[src/rtl/pwm_timebase_pkg.sv]
package pwm_timebase_pkg;
  localparam int unsigned TB_CNT_W  = 20;
  localparam int unsigned TB_INT_W  = 10;
  localparam int unsigned TB_FRAC_W = 8;
  localparam int unsigned TB_RES_W  = 5;
  localparam int unsigned TB_RST_RES = 8;

  typedef enum logic {
    SRC_REF  = 1'b0,
    SRC_FAST = 1'b1
  } tb_src_e;
endpackage

[src/rtl/pwm_tb_shadow.sv]
module pwm_tb_shadow #(
  parameter int unsigned RATIO_W   = 18,
  parameter int unsigned RES_W     = 5,
  parameter int unsigned CNT_W     = 20,
  parameter int unsigned RST_RATIO = 256,
  parameter int unsigned RST_RES   = 8
) (
  input  logic               clk,
  input  logic               rst,
  input  logic               load_i,
  input  logic [RATIO_W-1:0] ratio_i,
  input  logic [RES_W-1:0]   res_i,
  input  logic               apply_i,
  output logic [RATIO_W-1:0] act_ratio_o,
  output logic [RES_W-1:0]   act_res_o,
  output logic               pending_o
);
  localparam logic [RES_W-1:0] RES_MAX = RES_W'(CNT_W);

  logic [RATIO_W-1:0] sh_ratio_q, nxt_ratio;
  logic [RES_W-1:0]   sh_res_q, nxt_res, res_clamped;
  logic               pend_q, nxt_pend;

  // Out-of-range resolutions are folded to the widest counter
  assign res_clamped = (res_i > RES_MAX) ? RES_MAX : res_i;
  assign nxt_ratio   = load_i ? ratio_i : sh_ratio_q;
  assign nxt_res     = load_i ? res_clamped : sh_res_q;
  assign nxt_pend    = load_i | pend_q;

  always_ff @(posedge clk) begin
    if (rst) begin
      sh_ratio_q  <= RATIO_W'(RST_RATIO);
      sh_res_q    <= RES_W'(RST_RES);
      pend_q      <= 1'b0;
      act_ratio_o <= RATIO_W'(RST_RATIO);
      act_res_o   <= RES_W'(RST_RES);
    end else begin
      sh_ratio_q <= nxt_ratio;
      sh_res_q   <= nxt_res;
      if (apply_i && nxt_pend) begin
        act_ratio_o <= nxt_ratio;
        act_res_o   <= nxt_res;
        pend_q      <= 1'b0;
      end else begin
        pend_q <= nxt_pend;
      end
    end
  end

  assign pending_o = pend_q;

  assert_res_clamped_R6: assert property (@(posedge clk) disable iff (rst)
    act_res_o <= RES_MAX);

  assert_pending_drops_R10: assert property (@(posedge clk) disable iff (rst)
    (apply_i && (pend_q || load_i)) |=> !pend_q);

  assert_pending_on_load_R10: assert property (@(posedge clk) disable iff (rst)
    (load_i && !apply_i) |=> pend_q);
endmodule

[src/rtl/pwm_tb_prescaler.sv]
module pwm_tb_prescaler #(
  parameter int unsigned INT_W  = 10,
  parameter int unsigned FRAC_W = 8
) (
  input  logic                    clk,
  input  logic                    rst,
  input  logic                    clear_i,
  input  logic                    pause_i,
  input  logic                    src_tick_i,
  input  logic [INT_W+FRAC_W-1:0] ratio_i,
  output logic                    div_tick_o
);
  localparam int unsigned RATIO_W = INT_W + FRAC_W;
  localparam int unsigned PC_W    = INT_W + 1;

  logic [INT_W-1:0]  int_part, int_eff;
  logic [FRAC_W-1:0] frac_part;
  logic [PC_W-1:0]   pc_q, period_len, pc_inc;
  logic [FRAC_W-1:0] acc_q;
  logic [FRAC_W:0]   acc_sum;
  logic              extra_q, div_q, last_tick;

  assign int_part   = ratio_i[RATIO_W-1:FRAC_W];
  assign frac_part  = ratio_i[FRAC_W-1:0];
  assign int_eff    = (int_part == '0) ? INT_W'(1) : int_part;
  assign period_len = {1'b0, int_eff} + PC_W'(extra_q);
  assign pc_inc     = pc_q + PC_W'(1);
  // >= keeps a mid-period ratio change from running past the new length
  assign last_tick  = (pc_inc >= period_len);
  assign acc_sum    = {1'b0, acc_q} + {1'b0, frac_part};

  always_ff @(posedge clk) begin
    if (rst || clear_i) begin
      pc_q    <= '0;
      acc_q   <= '0;
      extra_q <= 1'b0;
      div_q   <= 1'b0;
    end else if (pause_i) begin
      // hold everything, including a tick already issued
      pc_q    <= pc_q;
    end else if (src_tick_i) begin
      if (last_tick) begin
        pc_q    <= '0;
        acc_q   <= acc_sum[FRAC_W-1:0];
        extra_q <= acc_sum[FRAC_W];
        div_q   <= 1'b1;
      end else begin
        pc_q  <= pc_inc;
        div_q <= 1'b0;
      end
    end else begin
      div_q <= 1'b0;
    end
  end

  assign div_tick_o = div_q;

  assert_tick_from_source_R2: assert property (@(posedge clk) disable iff (rst || clear_i)
    (div_q && !$past(pause_i) && !$past(clear_i)) |-> $past(src_tick_i));
endmodule

[src/rtl/pwm_tb_counter.sv]
module pwm_tb_counter #(
  parameter int unsigned CNT_W = 20,
  parameter int unsigned RES_W = 5
) (
  input  logic             clk,
  input  logic             rst,
  input  logic             clear_i,
  input  logic             pause_i,
  input  logic             step_i,
  input  logic [RES_W-1:0] res_i,
  output logic [CNT_W-1:0] cnt_o,
  output logic             wrap_evt_o,
  output logic             wrap_o
);
  logic [CNT_W-1:0] cnt_q, top;
  logic             wrap_q, advance;

  assign top        = ~({CNT_W{1'b1}} << res_i);
  assign advance    = step_i && !pause_i && !clear_i;
  assign wrap_evt_o = advance && (cnt_q == top);

  always_ff @(posedge clk) begin
    if (rst || clear_i) begin
      cnt_q  <= '0;
      wrap_q <= 1'b0;
    end else begin
      wrap_q <= wrap_evt_o;
      if (wrap_evt_o)   cnt_q <= '0;
      else if (advance) cnt_q <= cnt_q + CNT_W'(1);
    end
  end

  assign cnt_o  = cnt_q;
  assign wrap_o = wrap_q;

  assert_cnt_in_range_R5: assert property (@(posedge clk) disable iff (rst)
    cnt_q <= top);

  assert_pause_holds_R7: assert property (@(posedge clk) disable iff (rst)
    (pause_i && !clear_i) |=> (cnt_q == $past(cnt_q)));

  assert_clear_zero_R8: assert property (@(posedge clk) disable iff (rst)
    clear_i |=> (cnt_q == '0 && !wrap_q));

  assert_wrap_at_zero_R9: assert property (@(posedge clk) disable iff (rst)
    wrap_q |-> (cnt_q == '0));
endmodule

[src/rtl/pwm_timebase.sv]
module pwm_timebase
  import pwm_timebase_pkg::*;
#(
  parameter int unsigned CNT_W   = TB_CNT_W,
  parameter int unsigned INT_W   = TB_INT_W,
  parameter int unsigned FRAC_W  = TB_FRAC_W,
  parameter int unsigned RES_W   = TB_RES_W,
  parameter int unsigned RST_RES = TB_RST_RES
) (
  input  logic                    clk,
  input  logic                    rst,
  input  logic                    fast_tick_i,
  input  logic                    ref_tick_i,
  input  logic                    src_sel_i,
  input  logic                    pause_i,
  input  logic                    clear_i,
  input  logic                    upd_load_i,
  input  logic [INT_W+FRAC_W-1:0] ratio_i,
  input  logic [RES_W-1:0]        res_i,
  output logic [CNT_W-1:0]        cnt_o,
  output logic                    wrap_o,
  output logic                    upd_pending_o
);
  localparam int unsigned RATIO_W   = INT_W + FRAC_W;
  localparam int unsigned RST_RATIO = 1 << FRAC_W;

  tb_src_e            src_sel;
  logic               src_tick, div_tick, wrap_evt, apply;
  logic [RATIO_W-1:0] act_ratio;
  logic [RES_W-1:0]   act_res;

  assign src_sel  = tb_src_e'(src_sel_i);
  assign src_tick = (src_sel == SRC_FAST) ? fast_tick_i : ref_tick_i;
  assign apply    = wrap_evt | clear_i;

  pwm_tb_shadow #(
    .RATIO_W(RATIO_W), .RES_W(RES_W), .CNT_W(CNT_W),
    .RST_RATIO(RST_RATIO), .RST_RES(RST_RES)
  ) u_shadow (
    .clk(clk), .rst(rst), .load_i(upd_load_i), .ratio_i(ratio_i),
    .res_i(res_i), .apply_i(apply), .act_ratio_o(act_ratio),
    .act_res_o(act_res), .pending_o(upd_pending_o)
  );

  pwm_tb_prescaler #(.INT_W(INT_W), .FRAC_W(FRAC_W)) u_presc (
    .clk(clk), .rst(rst), .clear_i(clear_i), .pause_i(pause_i),
    .src_tick_i(src_tick), .ratio_i(act_ratio), .div_tick_o(div_tick)
  );

  pwm_tb_counter #(.CNT_W(CNT_W), .RES_W(RES_W)) u_cnt (
    .clk(clk), .rst(rst), .clear_i(clear_i), .pause_i(pause_i),
    .step_i(div_tick), .res_i(act_res), .cnt_o(cnt_o),
    .wrap_evt_o(wrap_evt), .wrap_o(wrap_o)
  );
endmodule

[config.mk]
export PLATFORM = sky130hd
export DESIGN_NAME = pwm_timebase
export DESIGN_NICKNAME = d
export VERILOG_FILES = /design/src/rtl/pwm_timebase_pkg.sv /design/src/rtl/pwm_tb_shadow.sv /design/src/rtl/pwm_tb_prescaler.sv /design/src/rtl/pwm_tb_counter.sv /design/src/rtl/pwm_timebase.sv
export SDC_FILE = /design/constraint.sdc
export NUM_CORES = 1
export LEC_CHECK = 0
export CAP_MARGIN = 20
export CORE_MARGIN = 2
export CORE_UTILIZATION = 40
export DETAILED_ROUTE_END_ITERATION = 10
export HOLD_SLACK_MARGIN = 0.06
export SYNTH_ARGS = -nofsm -noshare
export SYNTH_HDL_FRONTEND = slang
export SYNTH_SLANG_ARGS = --single-unit
[constraint.sdc]
create_clock -name clk -period 8.73 [get_ports clk]
set_input_delay 1.3095 -clock clk [delete_from_list [all_inputs] [get_ports clk]]
set_output_delay 1.3095 -clock clk [all_outputs]
set_load 0.02 [all_outputs]
# == Yosys cells after proc, flatten, opt, wreduce, memory -nomap -nowiden ==
# Index checks and enable logic that the tools add are counted.
# word_totals
ff_bits,89
output_inout_bits,22
elab_cells,43
# op_classes
add_sub_neg,4
magnitude_cmp,2
n_eq_ne,1
shift,1
muxes,8
bitwise_logic,4
reduce_logical,12
# op_table
cell,n
$add A20 B1 Y20 const B,1
$eq A20 B20 Y1,1
$not A20 Y20,1
$shl A20 B5 Y20 const A,1
$mux W18,1
$add A10 B1 Y11,1
$add A11 B1 Y11 const B,1
$ge A11 B11 Y1,1
$mux W11,1
$logic_not A10 Y1,1
$mux W10,1
$mux W5,2
$add A8 B8 Y9,1
$gt A5 B5 Y1 const B,1
$logic_and A1 B1 Y1,4
$reduce_or A2 Y1,2
$mux W1,3
$reduce_and A3 Y1,1
$logic_not A1 Y1,2
$or A1 B1 Y1,2
$reduce_and A2 Y1,1
$logic_or A1 B1 Y1,1
$not A1 Y1,1

# == Logic depth before layout (Yosys ltp) ==
# Gate-level depths: netlist (run 1).
# depth
depth_word,7
ltp_mapped,16
ltp_nobuf,15

# == By module ==
# Synthesis (run 1) repeated with hierarchy kept, for this count alone.
# unflattened
hier_cells,526
hier_area_um2,4870.9
# by_module_without_submodules
module,n_inst,cells_per_inst,area_per_inst_um2,seq_area_each_um2
pwm_tb_prescaler,1,198,1701.6,420.4
pwm_tb_shadow,1,142,1646.6,940.9
pwm_tb_counter,1,184,1501.4,420.4
pwm_timebase,1,2,21.3,0.0

# == Worst setup path after synthesis (run 1) ==
# OpenSTA, ideal clock, no wires.
# synth_timing
kind,input port to flip-flop
from,in pause_i
to,reg u_shadow.act_ratio_o[10]
setup_time_ps,121
arrival_time_ps,3252
setup_slack_ps,5357
cell_stages,7
path_cell_list,nor3b_2 o311ai_0 a221oi_1 nand4_1 o41ai_4 buf_6 mux2_4
# synth_between
elab_chain_len,6
# synth_rtl
element,line,rtl
start: declaration,pwm_timebase.sv:15,"input logic pause_i,"
$logic_not A1 Y1,pwm_tb_counter.sv:19,assign advance = step_i && !pause_i && !clear_i;
$logic_and A1 B1 Y1 (2 in a row),pwm_tb_counter.sv:19,
$logic_and A1 B1 Y1,pwm_tb_counter.sv:20,assign wrap_evt_o = advance && (cnt_q == top);
$or A1 B1 Y1,pwm_timebase.sv:34,assign apply = wrap_evt | clear_i;
$logic_and A1 B1 Y1,pwm_tb_shadow.sv:40,if (apply_i && nxt_pend) begin
end signal: assignment,pwm_tb_shadow.sv:35,act_ratio_o <= RATIO_W'(RST_RATIO);
end signal: assignment,pwm_tb_shadow.sv:41,act_ratio_o <= nxt_ratio;
end: declaration,pwm_tb_shadow.sv:14,"output logic [RATIO_W-1:0] act_ratio_o,"
# Every way passes these cells.
# A chain may end at the register's enable or synchronous reset.

# == Worst setup path after layout (run 1) ==
# layout_timing
from,in pause_i
to,"reg u_cnt.cnt_q[11], in the netlist u_cnt.cnt_o[11]"
# layout_between
elab_chain_len,5
# layout_rtl
element,line,rtl
$logic_not A1 Y1 (*),pwm_tb_counter.sv:19,
$logic_and A1 B1 Y1 (*) (2 in a row),pwm_tb_counter.sv:19,
$logic_and A1 B1 Y1,pwm_tb_counter.sv:20,
$reduce_or A2 Y1 (no line),n/a,
end signal: assignment,pwm_tb_counter.sv:29,else if (advance) cnt_q <= cnt_q + CNT_W'(1);
end: declaration,pwm_tb_counter.sv:15,"logic [CNT_W-1:0] cnt_q, top;"
# Every way passes the cells marked *; elsewhere a longest branch is shown, timed or not.

==> out/qor.csv, run 1 <==
metric,value,unit
portBuffers,52,
stdcell_area,6120,µm²
synth.top_cell.area_share,0.343,
dieArea,13900,µm²
synthCells,566,
grt_pass1_wl,19600,µm
placed_area,5800,µm²
tightest_slew,0.777,ns
cts_buffers,9,
cts.sinks,89,
async_flop_share,0,
swShare,0.246,
synth_top_family_by_area,simple AND/OR/NAND/NOR gates,
dp_hpwl,8250,µm
vdd_ir_drop_max,0.000122,V
fin_util,0.485,
synthMuxAreaShare,0.119,
place_ws,4.29,ns
grt_start_max_net_pins,50,
synth.most_common_cell,dfxtp_1,
post_cts_buffers,0,
max_freq,249,MHz
endpoint_kind,register,
ys_ff_latch,89,
worstPathRequired,8.95,ns
cp_max_fo,11,
critical_path_class,primary input to register,
worst_clock_skew,0.00571,ns
synth_edf_count,0,
r2r_cells,8,
synth_top_area_cell,dfxtp_1,
die_h,118,µm
p_comb_frac,0.111,
synth_nets,621,
ant_nets,0,
cp_slowest_cell,nor3_4,
finalSetupViolCount,0,
status,finished clean,
hold_viol,0,
p_int,0.710,mW
critPathArrivalTime,4.24,ns
fin_crit_sh,0.461,
synth-adder-area-share,0.0593,
drive_gt1_frac,0.137,
yosys.area_share.simple,0.227,
power_per_cell_area,154,nW/µm²
crit_chain,clkdlybuf4s50_1 -> nor3b_2 -> nand3_1 -> or4_1 -> or4_4 -> nor3_4 -> buf_8 -> nor3_2,
whs_path_depth,2,
h-tree-depth,3,
p_leak,2.26,nW
clk_latency,0.35,ns
drt-initial-drc-count,211,
power_switching,0.231,mW
hold_buffers,0,
start_util,0.411,
antenna_found_initial,0,
antenna_cells,0,
grt.total_usage,0.172,
nFillCells,1227,
vias_per_cell,5.36,
fin_tns_setup,0,ns
worstSetupStartpointType,primary input,
relSlewSlack,0.480,
gp_congestion,0.893,
fin_nets,657,
synth_area,5190,µm²
ys_types,73,
wl,11400,µm
synth_compound_area_frac,0.130,
grt_pass1_vias,4080,
dieWidth,118,µm
drtPass1Iterations,4,
grt-ovfl-total,0,
core_area,12600,µm²
clock_path_buffers,2,
rows,41,
synth_common_cells,"dfxtp_1 (89), nor2_1 (57), mux2i_1 (27), inv_1 (25), nand2_1 (25)",
min_path_type,register to register,
cts-root-buf,clkbuf_16,
synth-main-ff-cell,dfxtp_1,
rsz0062_at_grt,no,
pwr-share-clk,0.431,
cap_viol_max_count,0,
critical-path-max-stage-delay,0.60,ns
hold-worst-slack,0.453,ns
yosys.area_share.xor_xnor,0.0692,
syn_to_final_growth,18.0,%
ctsResizeCount,0,
clk_pin_slew,0.06,ns
syn_avg_cell_area,9.17,µm²
min_period,4.02,ns
vias,4177,
layout_setup_ws,4.71,ns
detail_route.wl_per_cell,14.7,µm
finalMaxSlewViolations,0,
cts_tree,built,
synth_area_leaders,"dfxtp_1 (34%), mux2_4 (5.8%), ha_1 (5.5%)",
route.detailed.drc,0,
ys.warnings.count,0,
seq_area_frac_synth,0.343,
io_pins,53,
p_seq_frac,0.458,
[state kept, by name, indices dropped and copies added, names as in the netlist, 5 cells and up]
register,cells
u_presc.pc_q,11
u_shadow.act_res_o,5
u_cnt.cnt_o,20
u_shadow.sh_ratio_q,18
u_shadow.sh_res_q,5
u_presc.acc_q,8
u_shadow.act_ratio_o,18
[final timing paths]
path / from / end / slack, ns
min: u_presc.div_tick_o / u_presc.div_tick_o / 0.45
max: pause_i / u_cnt.cnt_o[11] / 4.71
max reg2reg: u_shadow.act_res_o[1] / u_cnt.cnt_o[11] / 5.20
min reg2reg: u_presc.div_tick_o / u_presc.div_tick_o / 0.45
[cell type report]
class	instances	area (µm²)	area share
Clock inverter	5	61.3	0.0100
Inverter	25	93.8	0.0153
Tap cell	172	215	0.0352
Timing Repair Buffer	59	581	0.0948
Multi-Input combinational cell	418	3140	0.512
Clock buffer	11	253	0.0413
Sequential cell	89	1780	0.291
[kinds of logic after synthesis]
logic type	after synthesis
simple gates	209
compound gates	93
flops	89
buf+inv	59
mux	51
xor+xnor	41
fa+ha+maj	24
[worst max-delay path, delay by kind of cell]
kind	cells	cell delay, ns
buffers and inverters	2	0.76
and+or+nand+nor	6	2.16
[layout by cell type, fill, tap and decap left out, types with 9 or more instances in the layout]
master	Yosys	layout
xor2_1	17	17
nor2b_1	22	22
clkdlybuf4s50_1	0	52
clkbuf_16	0	9
nand4_1	11	11
a21oi_1	18	18
xnor2_1	24	24
mux2_4	20	20
nor2_1	57	57
nand3_1	22	22
dfxtp_1	89	89
nor3_1	14	14
inv_1	25	25
nand2_1	25	25
o21ai_0	19	19
ha_1	23	23
nor3_2	20	20
mux2i_1	27	27
[per-stage QoR]
step           std cells  total power [mW]
2_1_floorplan        566             0.513
3_3_place_gp         761             0.542
3_5_place_dp         762             0.545
4_1_cts              778             0.953
5_1_grt              779             0.982
6_report             779             0.941
[per-layer routing]
metal / global-route usage / vias up / share of wire
li1: - / 2086 / -
met1: 0.207 / 1984 / 0.46
met2: 0.302 / 93 / 0.49
met3: 0.0286 / 14 / 0.036
met4: 0.0715 / 0 / 0.017
met5: 0 / - / 0
[power by group through the flow]
stage                     Combinational [mW]  Clock (mW)  Sequential (mW)
after floorplan                       0.0790           0            0.434
after global placement                 0.102           0            0.440
after detailed placement               0.105           0            0.440
after CTS                              0.105       0.417            0.431
after global routing                   0.116       0.434            0.433
final                                  0.105       0.406            0.431
Power figures use the tool's default switching activity.
==> run 2: changes to the inputs <==
Clock period 8.73 ns to 3.3 ns, I/O delays scaled along.
==> out/qor.csv, run 2 (synthesis results as in run 1) <==
metric,value,unit
grt-ovfl-total,0,
total_power,2.58,mW
r2r_slack,0.17,ns
use_met1,0.203,
dp_hpwl,9030,µm
vias_per_cell,5.27,
grt.total_usage,0.180,
nFillCells,1241,
largest_reg_flops,20,
min_path_type,register to register,
critPathArrivalTime,3.36,ns
clock_path_buffers,2,
clk_latency,0.35,ns
grt_pass1_vias,3975,
cp_max_fo,6,
dieArea,13900,µm²
dieWidth,118,µm
finalMaxSlewViolations,0,
cts_buffers,9,
placed_area,5890,µm²
stdcell_count,789,
layout_commonest_cell,dfxtp_1,
cp_slowest_cell,dfxtp_2,
grt_start_max_net_pins,49,
cts-root-buf,clkbuf_16,
cts.sinks,89,
portBuffers,52,
detail_route.wl_per_cell,15.7,µm
relSlewSlack,0.491,
path_delay_family,compound AO/OA/AOI/OAI gates,
tightest_slew,0.761,ns
max_freq,319,MHz
power_per_cell_area,408,nW/µm²
rows,41,
min_period,3.13,ns
wl,12400,µm
antenna_found_initial,0,
start_util,0.411,
die_h,118,µm
p_leak,2.32,nW
hold_viol,0,
drive_gt1_frac,0.169,
place_inst,772,
stdcell_area,6310,µm²
fin_crit_sh,0.949,
rsz0062_at_grt,no,
post_cts_buffers,0,
worstSetupStartpointType,register,
use_met3,0.0383,
critical-path-max-stage-delay,0.35,ns
route.detailed.drc,0,
core_area,12600,µm²
final_cell_mix,"dfxtp_1 (87), nor2_1 (55), clkdlybuf4s50_1 (52)",
fin_nets,667,
gp_congestion,0.878,
status,finished clean,
critical_path_class,register to register,
busiest_layer,met2,
h-tree-depth,3,
vdd_ir_drop_max,0.000315,V
crit_chain,nor4_2 -> a31o_2 -> ha_4 -> nand3_2 -> nor2_2 -> xnor2_1 -> ha_1 -> a21o_1 -> a2111oi_4 -> o21ai_2 -> a21oi_2 -> buf_6 -> mux2i_1 -> nor2_1,
endpoint_kind,register,
drtPass1Iterations,4,
hold_buffers,0,
globalRouteMet2Util,0.331,
crit_buf_inv,1,
cap_viol_max_count,0,
antenna_cells,0,
worst_clock_skew,0.00732,ns
syn_to_final_growth,21.6,%
vias,4157,
ant_nets,0,
drt-initial-drc-count,233,
clk_pin_slew,0.07,ns
io_pins,53,
worstPathRequired,3.52,ns
cts_tree,built,
finalSetupViolCount,0,
grt_pass1_wl,20100,µm
run 2: timing repair:
item	in CTS	in global routing
setup endpoints to repair	1	21
resized for setup	1	22
cloned	0	1
pin swaps	0	6
run 2: tightest hold or removal path: cells and delay by family (launching register included):
kind / cells / cell delay (ns)
flops: 1 / 0.31
simple gates: 1 / 0.05
compound gates: 1 / 0.05
run 2: worst paths after layout:
kind / from / endpoint / cells past startpoint
worst min-delay path: u_presc.div_tick_o / u_presc.div_tick_o / 2
worst max-delay path: u_shadow.act_ratio_o[16] / u_presc.acc_q[3] / 14
worst min register to register: u_presc.div_tick_o / u_presc.div_tick_o / 2
worst max register to register: u_shadow.act_ratio_o[16] / u_presc.acc_q[3] / 14
run 2: power breakdown:
group          switching (mW)  leakage, nW  internal, mW
Clock                   0.447        0.153         0.686
Sequential             0.0273        0.725          1.11
Combinational           0.154         1.45         0.154
Total                   0.629         2.32          1.95
run 2: per-stage QoR:
stage / hold WS (ns) / worst slack (ns) / setup TNS (ns) / util
floorplan: 0.431 / 0.0766 / 0 / -
CTS: 0.460 / 0.0315 / 0 / 0.493
finish: 0.460 / 0.168 / 0 / 0.500
global route: 0.510 / 0.0115 / 0 / 0.500
detailed placement: 0.447 / -0.00484 / -0.00977 / 0.467
global placement: 0.447 / 0.138 / 0 / 0.467
run 2: routing by layer:
| metal | part of all wire | vias to the layer above |
|---|---|---|
| met2 | 0.52 | 86 |
| li1 | - | 2101 |
| met4 | 0.017 | 0 |
| met5 | 0 | - |
| met1 | 0.43 | 1952 |
| met3 | 0.036 | 18 |
run 2: layout make-up:
type,count,area (µm²),share of cell area
inverter,25,93.8,0.0149
clock inverter,4,76.3,0.0121
sequential,89,1780,0.283
tap,172,215,0.0341
timing repair buffer,69,684,0.108
clock buffer,12,246,0.0390
multi-input combinational,418,3210,0.509
==> run 3: changes to the inputs <==
Settings changed: DONT_BUFFER_PORTS from default to 1.
==> out/qor.csv, run 3 (synthesis results as in run 1) <==
metric,value,unit
crit_buf_inv,1,
h-tree-depth,3,
clk_pin_slew,0.07,ns
endpoint_kind,register,
multiInputGateArea,3190,µm²
critical_path_class,register to register,
rr_startpoint,u_shadow.act_ratio_o[14],
fin_crit_sh,0.945,
power_per_cell_area,435,nW/µm²
worstSetupStartpointType,register,
dieArea,13900,µm²
syn_to_final_growth,12.1,%
worstPathRequired,3.53,ns
clock_path_buffers,2,
use_met1,0.212,
die_h,118,µm
hold_buffers,0,
finalMaxSlewViolations,0,
start_util,0.411,
cts_buffers,9,
vias,4015,
dp_hpwl,8730,µm
route.detailed.drc,0,
drtPass1Iterations,4,
grt_start_max_net_pins,50,
cp_max_fo,6,
drive_gt1_frac,0.196,
core_area,12600,µm²
finalSetupViolCount,0,
startpoint,u_shadow.act_ratio_o[14],
cts_tree,built,
ant_nets,0,
cts.sinks,89,
rsz0062_at_grt,no,
grt_pass1_wl,20000,µm
grt-ovfl-total,0,
final_cell_mix,"dfxtp_1 (86), nor2_1 (55), mux2i_1 (27)",
max_freq,321,MHz
worst_clock_skew,0.00797,ns
portBuffers,0,
globalRouteMet2Util,0.303,
relSlewSlack,0.480,
fin_util,0.461,
rows,41,
tightest_slew,0.777,ns
largest_reg_flops,20,
grt_pass1_vias,3991,
ff_latch_area,1790,µm²
cts-root-buf,clkbuf_16,
min_path_type,primary input to register,
vdd_ir_drop_max,0.000346,V
cap_viol_max_count,0,
path_delay_family,compound AO/OA/AOI/OAI gates,
drt-initial-drc-count,208,
status,finished clean,
antenna_cells,0,
io_pins,53,
layout_commonest_cell,dfxtp_1,
dieWidth,118,µm
clk_latency,0.35,ns
fin_nets,621,
crit_chain,nor4_2 -> a31o_2 -> ha_2 -> nand3_2 -> nor2_2 -> xnor2_1 -> ha_1 -> a21o_1 -> a2111oi_4 -> o21ai_2 -> a21oi_2 -> buf_4 -> mux2i_1 -> nor2_1,
grt.total_usage,0.179,
use_met3,0.0426,
cp_slowest_cell,dfxtp_2,
min_period,3.12,ns
antenna_found_initial,0,
nFillCells,1255,
hold_viol,0,
wl,12100,µm
p_leak,2.17,nW
total_power,2.53,mW
critical-path-max-stage-delay,0.36,ns
min-delay-start,rst,
vias_per_cell,5.40,
critPathArrivalTime,3.35,ns
gp_congestion,0.896,
detail_route.wl_per_cell,16.3,µm
busiest_layer,met2,
[run 3: worst paths after layout]
kind / depth (start not counted) / to / slack, ns
setup / recovery: 14 / u_presc.acc_q[2] / 0.18
hold / removal: 1 / u_shadow.sh_ratio_q[0] / 0.22
setup reg to reg: 14 / u_presc.acc_q[2] / 0.18
hold reg to reg: 2 / u_presc.div_tick_o / 0.47
[run 3: layout make-up]
type / count / share of cell area
sequential: 89 / 0.307
tap: 172 / 0.0370
timing repair buffer: 23 / 0.0342
multi-input combinational: 418 / 0.549
clock inverter: 6 / 0.0155
inverter: 25 / 0.0161
clock buffer: 10 / 0.0411
[run 3: through the flow]
stage / setup TNS (ns) / setup slack [ns] / hold WS [ns] / area [µm²] / instances
floorplan: 0 / 0.0766 / 0.431 / 5190 / 566
global placement: 0 / 0.126 / 0.444 / 5390 / 722
detailed placement: -0.0298 / -0.0113 / 0.458 / 5390 / 722
CTS: 0 / 0.0226 / 0.206 / 5720 / 738
global route: 0 / 0.00179 / 0.207 / 5820 / 743
finish: 0 / 0.183 / 0.220 / 5820 / 743
[run 3: repair_timing]
item,in CTS,in global routing
cloned,0,2
setup endpoints to repair,8,21
gates resized for setup,1,19
setup buffers,0,3
pin swaps,0,5
[run 3: worst reg2reg max path: cells and delay by family, from the launching register on]
family / cells / cell delay (ns)
xor gates and xnor gates: 1 / 0.14
buffers and inverters: 1 / 0.19
adders and majority gates: 2 / 0.45
DFF: 1 / 0.36
AOI/OAI and AO/OA: 5 / 1.12
and+or+nand+nor: 4 / 0.54
muxes: 1 / 0.19
[run 3: per-layer routing]
metal | share of wire | routed length (µm) | vias up
met5 | 0 | 0 | -
met4 | 0.023 | 276 | 0
met2 | 0.50 | 6010 | 72
li1 | - | - | 2010
met1 | 0.44 | 5350 | 1911
met3 | 0.039 | 478 | 22
[run 3: where the power goes]
group	switching (mW)	internal, mW	total, mW
registers	0.0246	1.11	1.13
clock network	0.454	0.687	1.14
logic	0.130	0.122	0.253
total	0.609	1.92	2.53
